==> src/rtl/busmatch_pkg.sv <==
package busmatch_pkg;

    localparam int LANES = 4;

    typedef enum logic [2:0] {
        MODE_W36_R36,
        MODE_W36_R18,
        MODE_W36_R9,
        MODE_W18_R36,
        MODE_W9_R36
    } bm_mode_e;

    typedef enum logic [1:0] {
        UW_36,
        UW_18,
        UW_9
    } unit_w_e;

    function automatic bm_mode_e decode_mode(logic conv, logic narrow_wr, logic narrow_9);
        bm_mode_e m;
        if (!conv) begin
            m = MODE_W36_R36;
        end else begin
            unique case ({narrow_wr, narrow_9})
                2'b00:   m = MODE_W36_R18;
                2'b01:   m = MODE_W36_R9;
                2'b10:   m = MODE_W18_R36;
                default: m = MODE_W9_R36;
            endcase
        end
        return m;
    endfunction

    function automatic logic [1:0] last_unit(unit_w_e u);
        logic [1:0] r;
        unique case (u)
            UW_18:   r = 2'd1;
            UW_9:    r = 2'd3;
            default: r = 2'd0;
        endcase
        return r;
    endfunction

endpackage

==> src/rtl/busmatch_mode_reg.sv <==
module busmatch_mode_reg
    import busmatch_pkg::*;
(
    input  logic     clk,
    input  logic     rst_n,
    input  logic     cfg_convert,
    input  logic     cfg_narrow_wr,
    input  logic     cfg_narrow_9,
    output bm_mode_e mode_q,
    output unit_w_e  wr_unit,
    output unit_w_e  rd_unit
);

    bm_mode_e mode_d;

    assign mode_d = decode_mode(cfg_convert, cfg_narrow_wr, cfg_narrow_9);

    // state register: reset-sample transition only while reset is held
    always_ff @(posedge clk) begin
        if (!rst_n) begin
            mode_q <= mode_d;
        end
    end

    // outputs: per-port unit width
    always_comb begin
        wr_unit = UW_36;
        rd_unit = UW_36;
        unique case (mode_q)
            MODE_W36_R36: begin wr_unit = UW_36; rd_unit = UW_36; end
            MODE_W36_R18: begin wr_unit = UW_36; rd_unit = UW_18; end
            MODE_W36_R9:  begin wr_unit = UW_36; rd_unit = UW_9;  end
            MODE_W18_R36: begin wr_unit = UW_18; rd_unit = UW_36; end
            MODE_W9_R36:  begin wr_unit = UW_9;  rd_unit = UW_36; end
            default:      begin wr_unit = UW_36; rd_unit = UW_36; end
        endcase
    end

endmodule

==> src/rtl/busmatch_pack.sv <==
module busmatch_pack
    import busmatch_pkg::*;
#(
    parameter int DW = 36
) (
    input  logic          clk,
    input  logic          rst_n,
    input  unit_w_e       wr_unit,
    input  logic          wr_fire,
    input  logic [DW-1:0] wr_data,
    output logic          commit,
    output logic [DW-1:0] commit_word
);

    localparam int LW = DW / LANES;

    logic [1:0]    idx_q;
    logic [DW-1:0] stage_q;
    logic [DW-1:0] merged;

    always_comb begin
        merged = stage_q;
        for (int g = 0; g < LANES; g++) begin
            unique case (wr_unit)
                UW_36: merged[g*LW +: LW] = wr_data[g*LW +: LW];
                UW_18: begin
                    if (idx_q == 2'(g >> 1)) begin
                        merged[g*LW +: LW] = wr_data[(g % 2)*LW +: LW];
                    end
                end
                UW_9: begin
                    if (idx_q == 2'(g)) begin
                        merged[g*LW +: LW] = wr_data[LW-1:0];
                    end
                end
                default: merged[g*LW +: LW] = stage_q[g*LW +: LW];
            endcase
        end
    end

    assign commit      = wr_fire && (idx_q == last_unit(wr_unit));
    assign commit_word = merged;

    always_ff @(posedge clk) begin
        if (!rst_n) begin
            idx_q   <= '0;
            stage_q <= '0;
        end else if (wr_fire) begin
            stage_q <= merged;
            idx_q   <= commit ? 2'd0 : idx_q + 2'd1;
        end
    end

endmodule

==> src/rtl/busmatch_store.sv <==
module busmatch_store #(
    parameter int DW    = 36,
    parameter int DEPTH = 8
) (
    input  logic          clk,
    input  logic          rst_n,
    input  logic          push,
    input  logic [DW-1:0] push_word,
    input  logic          pop,
    output logic [DW-1:0] head_word,
    output logic          full,
    output logic          empty
);

    localparam int AW = (DEPTH > 1) ? $clog2(DEPTH) : 1;
    localparam int CW = AW + 1;

    logic [DW-1:0] mem_q [DEPTH];
    logic [AW-1:0] wr_ptr_q, rd_ptr_q;
    logic [CW-1:0] cnt_q;

    assign full      = (cnt_q == CW'(DEPTH));
    assign empty     = (cnt_q == '0);
    assign head_word = mem_q[rd_ptr_q];

    always_ff @(posedge clk) begin
        if (push) begin
            mem_q[wr_ptr_q] <= push_word;
        end
    end

    always_ff @(posedge clk) begin
        if (!rst_n) begin
            wr_ptr_q <= '0;
            rd_ptr_q <= '0;
            cnt_q    <= '0;
        end else begin
            if (push) begin
                wr_ptr_q <= (wr_ptr_q == AW'(DEPTH - 1)) ? '0 : wr_ptr_q + 1'b1;
            end
            if (pop) begin
                rd_ptr_q <= (rd_ptr_q == AW'(DEPTH - 1)) ? '0 : rd_ptr_q + 1'b1;
            end
            if (push && !pop) begin
                cnt_q <= cnt_q + 1'b1;
            end else if (pop && !push) begin
                cnt_q <= cnt_q - 1'b1;
            end
        end
    end

endmodule

==> src/rtl/busmatch_unpack.sv <==
module busmatch_unpack
    import busmatch_pkg::*;
#(
    parameter int DW = 36
) (
    input  logic          clk,
    input  logic          rst_n,
    input  unit_w_e       rd_unit,
    input  logic          rd_fire,
    input  logic [DW-1:0] head_word,
    output logic          pop,
    output logic [DW-1:0] rd_data
);

    localparam int LW = DW / LANES;

    logic [1:0] idx_q;

    always_comb begin
        rd_data = '0;
        unique case (rd_unit)
            UW_36: rd_data = head_word;
            UW_18: rd_data[2*LW-1:0] = head_word[(idx_q[0] ? 2*LW : 0) +: 2*LW];
            UW_9:  rd_data[LW-1:0]   = head_word[int'(idx_q)*LW +: LW];
            default: rd_data = head_word;
        endcase
    end

    assign pop = rd_fire && (idx_q == last_unit(rd_unit));

    always_ff @(posedge clk) begin
        if (!rst_n) begin
            idx_q <= '0;
        end else if (rd_fire) begin
            idx_q <= pop ? 2'd0 : idx_q + 2'd1;
        end
    end

endmodule

==> src/rtl/busmatch_fifo.sv <==
module busmatch_fifo
    import busmatch_pkg::*;
#(
    parameter int DW    = 36,
    parameter int DEPTH = 8
) (
    input  logic          clk,
    input  logic          rst_n,
    input  logic          cfg_convert,
    input  logic          cfg_narrow_wr,
    input  logic          cfg_narrow_9,
    input  logic          wr_en,
    input  logic [DW-1:0] wr_data,
    output logic          wr_full,
    input  logic          rd_en,
    output logic [DW-1:0] rd_data,
    output logic          rd_valid
);

    bm_mode_e      mode_q;
    unit_w_e       wr_unit, rd_unit;
    logic          wr_fire, rd_fire;
    logic          commit, pop;
    logic [DW-1:0] commit_word, head_word;
    logic          st_full, st_empty;

    assign wr_full  = st_full;
    assign rd_valid = !st_empty;
    assign wr_fire  = wr_en && !st_full;
    assign rd_fire  = rd_en && !st_empty;

    busmatch_mode_reg u_mode (
        .clk           (clk),
        .rst_n         (rst_n),
        .cfg_convert   (cfg_convert),
        .cfg_narrow_wr (cfg_narrow_wr),
        .cfg_narrow_9  (cfg_narrow_9),
        .mode_q        (mode_q),
        .wr_unit       (wr_unit),
        .rd_unit       (rd_unit)
    );

    busmatch_pack #(.DW(DW)) u_pack (
        .clk         (clk),
        .rst_n       (rst_n),
        .wr_unit     (wr_unit),
        .wr_fire     (wr_fire),
        .wr_data     (wr_data),
        .commit      (commit),
        .commit_word (commit_word)
    );

    busmatch_store #(.DW(DW), .DEPTH(DEPTH)) u_store (
        .clk       (clk),
        .rst_n     (rst_n),
        .push      (commit),
        .push_word (commit_word),
        .pop       (pop),
        .head_word (head_word),
        .full      (st_full),
        .empty     (st_empty)
    );

    busmatch_unpack #(.DW(DW)) u_unpack (
        .clk       (clk),
        .rst_n     (rst_n),
        .rd_unit   (rd_unit),
        .rd_fire   (rd_fire),
        .head_word (head_word),
        .pop       (pop),
        .rd_data   (rd_data)
    );

endmodule

==> config.mk <==
export PLATFORM = sky130hd
export DESIGN_NAME = busmatch_fifo
export DESIGN_NICKNAME = d
export VERILOG_FILES = /design/src/rtl/busmatch_pkg.sv /design/src/rtl/busmatch_mode_reg.sv /design/src/rtl/busmatch_pack.sv /design/src/rtl/busmatch_store.sv /design/src/rtl/busmatch_unpack.sv /design/src/rtl/busmatch_fifo.sv
export SDC_FILE = /design/constraint.sdc
export NUM_CORES = 1
export LEC_CHECK = 0
export BUFFER_PORTS_ARGS = -buffer_cell sky130_fd_sc_hd__buf_2
export CORE_AREA = 2 2 156 158
export DETAILED_ROUTE_END_ITERATION = 6
export DIE_AREA = 0 0 158 160
export GPL_ROUTABILITY_DRIVEN = 0
export PLACE_DENSITY = 0.95
export SLEW_MARGIN = 10
export SYNTH_ARGS = -nofsm -noshare
export SYNTH_HDL_FRONTEND = slang
export SYNTH_SLANG_ARGS = --single-unit
==> constraint.sdc <==
create_clock -name clk -period 14.6 [get_ports clk]
set_input_delay 2.92 -clock clk [delete_from_list [all_inputs] [get_ports clk]]
set_output_delay 2.92 -clock clk [all_outputs]
set_load 0.05 [all_outputs]
# After elaboration in Yosys (flattened, before gate mapping)
# Memories as Yosys holds them, arrays and structs flattened. A register that Yosys moved wholly into a read port is not among the register bits.
# Index checks and enable logic that the tools add are counted.
word_totals:
  reg_bits: 53
  ram_bits: 288
  in_bits: 43
  out_inout_bits: 38
  wordCells: 82
  n_memories: 1
classes:
  add_sub_neg: 6
  mul: 1
  n_eq_ne: 18
  n_shift: 2
  mux: 30
  reduce_logical: 17
mem_list:
  columns: ["name", "depth", "width", "read_ports", "rd_ports_with_merged_regs", "write_ports", "line_no", "rtl"]
  rows:
  - ["u_store.mem_q", 8, 36, 1, 1, 1, "busmatch_store.sv:18", "logic [DW-1:0] mem_q [DEPTH];"]
op_table:
  columns: ["operator", "count"]
  rows:
  - ["9-bit one-hot mux with 3 select lines", 3]
  - ["9-bit 2-to-1 mux", 7]
  - ["9-bit one-hot mux with 2 select lines", 3]
  - ["36-bit by 32-bit variable part select with 18-bit output", 1]
  - ["36-bit by 32-bit variable part select with 9-bit output", 1]
  - ["18-bit 2-to-1 mux", 1]
  - ["2-bit one-hot mux with 2 select lines", 4]
  - ["3-bit 2-to-1 mux", 4]
  - ["2-bit == test (second input constant)", 5]
  - ["3-bit == test (second input constant)", 3]
  - ["3-bit one-hot mux with 3 select lines", 1]
  - ["2-bit by 1-bit == test with 1-bit output (second input constant)", 4]
  - ["4-bit 2-to-1 mux", 2]
  - ["3-bit by 1-bit adder with 3-bit output (second input constant)", 2]
  - ["3-bit by 2-bit == test with 1-bit output (second input constant)", 2]
  - ["1-bit logical AND", 6]
  - ["2-bit zero test", 3]
  - ["2-bit by 4-bit multiplier with 6-bit output (second input constant)", 1]
  - ["5-bit 2-to-1 mux", 1]
  - ["2-bit by 1-bit adder with 2-bit output (second input constant)", 2]
  - ["4-bit by 1-bit adder with 4-bit output (second input constant)", 1]
  - ["2-bit == test", 2]
  - ["4-bit == test (second input constant)", 1]
  - ["1-bit zero test", 4]
  - ["7 further kinds", 10]

# Longest topological paths before layout
depth:
  word_depth: 10
  depth_mapped: 17
  depth_no_buf: 15

# Modules after synthesis
# A second synthesis with hierarchy kept.
hier_totals:
  cells_unflattened: 948
  hier_area_um2: 15592.5
modules_own_cells:
  columns: ["mod", "instances", "cells_per_inst", "area_each_um2", "seq_area_each_um2"]
  rows:
  - ["busmatch_store", 1, 490, 11745.0, 8908.5]
  - ["busmatch_pack", 1, 308, 2680.1, 760.7]
  - ["busmatch_unpack", 1, 130, 948.4, 40.0]
  - ["busmatch_mode_reg", 1, 17, 195.2, 90.1]
  - ["busmatch_fifo", 1, 3, 23.8, 0.0]

# Worst setup path after synthesis
# OpenSTA, ideal clock, no wires.
synth_timing:
  path_kind: "input-to-reg"
  startpoint: "input wr_en"
  endpoint: "memory u_store.mem_q[0][0] (enable)"
  setup_ns: 0.474
  arrival_time_ns: 6.078
  t_required_ns: 14.126
  slack_ns: 8.048
  cell_stages: 5
  cell_sequence: "a21boi_1 nand2_1 inv_1 nand2b_1 nor3_1"
synth_between:
  elab_chain_len: 4
synth_rtl:
  columns: ["element", "line_no", "rtl"]
  rows:
  - ["start, declared", "busmatch_fifo.sv:12", "input logic wr_en,"]
  - ["1-bit logical AND", "busmatch_fifo.sv:29", "assign wr_fire = wr_en && !st_full;"]
  - ["1-bit logical AND", "busmatch_pack.sv:41", "assign commit = wr_fire && (idx_q == last_unit(wr_unit));"]
  - ["named net commit", "busmatch_fifo.sv:23", "logic commit, pop;"]
  - ["1-bit 2-to-1 mux", "busmatch_store.sv:27", "if (push) begin"]
  - ["1-bit 2-to-1 mux (implied by the code)", "busmatch_store.sv:28", "mem_q[wr_ptr_q] <= push_word;"]
  - ["end, declared", "busmatch_store.sv:18", null]
# The timed path passes the listed nets, and every way through them passes these cells.

# Worst setup path after layout
layout_timing:
  startpoint: "register u_mode.mode_q[2]"
  endpoint: "output rd_data[3]"
layout_between:
  elab_chain_len: 4
  word_cells_on_any_way: 6
layout_rtl:
  columns: ["element", "line_no", "rtl"]
  rows:
  - ["start, declared", "busmatch_mode_reg.sv:9", "output bm_mode_e mode_q,"]
  - ["start signal, assigned", "busmatch_mode_reg.sv:21", "mode_q <= mode_d;"]
  - ["3-bit by 2-bit == test with 1-bit output or 3-bit by 1-bit == test with 1-bit output (tied branches)", "busmatch_mode_reg.sv:29", "unique case (mode_q)"]
  - ["2-bit one-hot mux with 2 select lines (*)", "busmatch_mode_reg.sv:29", null]
  - ["2-bit == test or 2-bit by 1-bit == test with 1-bit output (tied branches)", "busmatch_unpack.sv:21", "unique case (rd_unit)"]
  - ["9-bit one-hot mux with 2 select lines (*)", "busmatch_unpack.sv:21", null]
  - ["end, declared", "busmatch_fifo.sv:16", "output logic [DW-1:0] rd_data,"]
# Mark *: on every way between the ends. The rest lies on a longest branch, timed or not.

==> impl_metrics.csv <==
group,metric,value,unit
synthesis,synth_compound_area_share,9.62,%
cts,cts_inserted_buffers,34,
pwr,p_clk_share,31.5,%
floorplan,dieArea,0.0253,sq mm
sta,relSlewSlack,19.8,%
global_routing,antenna_found_initial,0,
floorplan,io_pins,81,
route,route.met3.wl,4470,um
synthesis,async_reset_ff_share,0,%
synthesis,synth_fa_ha_area_share,1.78,%
route,dr.pass1.iters,7,
cts,holdBufCountCts,0,
route,highest_layer,"met4",
setup_path,required,11680,ps
route,detail-route-antenna-nets,0,
final_layout,final_common_cell,"edfxtp_1",
pwr,swShare,32.9,%
pwr,seq_power_share,40.9,%
synthesis,syn_area,0.0152,sq mm
route,route.vias.total,9715,
setup_path,critical_path_class,"flop to output port",
cts,cts_setup_buffers,0,
cts,cts_buffer_depth,3,
sta,post-route-min-period,6800,ps
floorplan,initial_core_util,63.7,%
synthesis,syn_inst,1010,
synthesis,avgSynthCellArea,15.0,sq um
pwr,combPwrFrac,27.6,%
route,drc_errors,8,
pwr,intPower,0.00198,W
route,routed_wl,37600,um
global_routing,track_usage,30.3,%
final_layout,fillers,1440,
final_layout,layout.nets,1143,
global_routing,gr-total-overflow,0,
global_routing,grt_pass1_vias,9293,
pwr,power,0.00295,W
flow_run,cap_violations,0,
synthesis,synth_mux_area_share,13.3,%
route,wl_met1,14300,um
sta,setup_tns,0,ps
sta,hold_viol,0,
sta,worst_pin_slew,1200,ps
final_layout,mostFrequentLayoutCells,"edfxtp_1 (291), buf_2 (80), nor2_1 (66)",
placement,dp_cells,1367,
cts,cts.sinks,344,
sta,clock_skew,17.5,ps
cts,clk_latency,510,ps
final_layout,layout-drive-gt1-share,22.0,%
final_layout,final_cells,1429,
placement,dp_hpwl,22800,um
synthesis,synth_ff_type,"edfxtp_1",
cts,cts_tree,"built",
placement,port_buffers,80,
global_routing,grt_pass1_wl,56800,um
global_routing,grt_max_degree,57,
sta,final-setup-viol-count,0,
setup_path,worst_setup_path_start_kind,"flop",
synthesis,synth-edff-count,291,
cts,h-tree-depth,2,
setup_path,end_kind,"output port",
cts,cts_resized,0,
sta,max_freq,147,MHz
synthesis,synth_top_family_by_area,"multiplexers",
setup_path,cp.arrival,3880,ps
floorplan,core,0.0238,sq mm
synthesis,yosysUniqueCellTypes,71,
hold_path,min_path_type,"flop to flop",
floorplan,core.rowCount,57,
sta,fin_crit_sh,46.6,%
final_layout,syn2layout_area_growth,11.9,%
synthesis,synth_xor_area_share,0.519,%
synthesis,synth_top_area_share,57.5,%
synthesis,syn-num-nets,1074,
route,drt_iter0_drc,1521,
pwr,switching_power,0.000971,W
synthesis,synth_seq_cells,344,
floorplan,die_h,160,um
synthesis,ys.warnings.count,0,
synthesis,yosysTopAreaCell,"edfxtp_1",
outcome,violations,"DRC",
route,met2_length,18100,um
synthesis,yosys-top-cells-area,"edfxtp_1 (58%), mux4_2 (7.9%), dfxtp_1 (7.0%)",
route,wl_per_cell,26.3,um
sta,maxSlewViolCount,0,
floorplan,die_w,158,um
sta,grt_setup_unrepaired,"no",
pwr,power.density,174,mW/mm^2
outcome,status,"finished with violations",
cts,clk_pin_slew,60,ps
synthesis,synthSimpleGateAreaFrac,7.37,%
pwr,ir_worst_vdd,0.118,mV
setup_path,critPathMaxFanout,25,
route,vias_per_cell,6.80,
cts,cts-root-buf,"clkbuf_16",
final_layout,diodes,0,
synthesis,yosysSeqAreaShare,64.5,%
pwr,power_leakage,5.89,nW
==> flip-flops by register name (all words and copies together), names as in the netlist, named ones only <==
register          cells
u_pack.idx_q          2
u_unpack.idx_q        2
u_store.mem_q       288
u_pack.stage_q       36
u_mode.mode_q         3
u_store.cnt_q         4
u_store.rd_ptr_q      3
u_store.wr_ptr_q      3
==> per-stage QoR <==
| step | cell area [sq um] | utilization (%) | hold slack (ps) | setup slack [ps] |
|---|---|---|---|---|
| finish | 17000 | 71.4 | 469 | 7800 |
| global route | 17000 | 71.4 | 482 | 7650 |
| CTS | 17000 | 71.4 | 466 | 7870 |
| detailed placement | 15800 | 66.3 | 451 | 8410 |
| global placement | 15800 | 66.3 | 442 | 8480 |
| floorplan | 15200 | - | 437 | 8050 |
==> cell families after synthesis <==
kind of cell / after synthesis
flops: 344
simple gates: 235
compound gates: 197
mux: 125
buf+inv: 79
fa+ha+maj: 21
xor+xnor: 9
==> power groups by stage <==
stage / Clock (W) / Sequential (W) / Combinational (W)
finish: 0.000930 / 0.00121 / 0.000814
global route: 0.000969 / 0.00121 / 0.000861
CTS: 0.000932 / 0.00120 / 0.000805
detailed placement: 0 / 0.00122 / 0.000794
global placement: 0 / 0.00121 / 0.000767
floorplan: 0 / 0.00121 / 0.000606
==> Yosys cell counts (20+ instances only) <==
cell type  count
nand2_1       62
nor3_1        23
a21oi_1       26
nand2b_1      23
mux4_2        53
nor2_1        72
clkbuf_1      30
mux2i_1       46
edfxtp_1     291
o21ai_0       24
dfxtp_1       53
ha_1          20
==> routing by layer <==
metal	vias up	GRT usage [%]
met3	70	5.83
met2	752	47.3
met5	-	0
met4	0	8.07
met1	4804	44.6
li1	4089	-
==> final timing paths <==
kind | depth (start not counted) | slack, ps | startpoint | to
max | 8 | 7800 | u_mode.mode_q[2]$_SDFFCE_PN0N_ | rd_data[3]
min | 2 | 470 | u_pack.stage_q[4]$_SDFFE_PN0P_ | u_pack.stage_q[4]$_SDFFE_PN0P_
max reg2reg | 15 | 10360 | u_mode.mode_q[2]$_SDFFCE_PN0N_ | u_store.cnt_q[3]$_SDFFE_PN0P_
min reg2reg | 2 | 470 | u_pack.stage_q[4]$_SDFFE_PN0P_ | u_pack.stage_q[4]$_SDFFE_PN0P_
==> layout make-up <==
| type | count | area (sq um) | area share, % |
|---|---|---|---|
| clock buffer | 42 | 965 | 5.67 |
| clock inverter | 20 | 239 | 1.41 |
| inverter | 18 | 67.6 | 0.397 |
| multi-input combinational | 587 | 5010 | 29.5 |
| sequential | 344 | 9810 | 57.7 |
| tap | 324 | 405 | 2.38 |
| timing repair buffer | 94 | 505 | 2.97 |
==> worst max-delay path: stages, from the launching register on <==
cell and delay (ps):
edfxtp_1 430, or3b_2 570, ha_1 560, inv_2 430, nand2_1 380, a2111oi_0 420
o21ai_0 130, o211ai_1 140, buf_2 300
(Power assumes the default switching activity.)
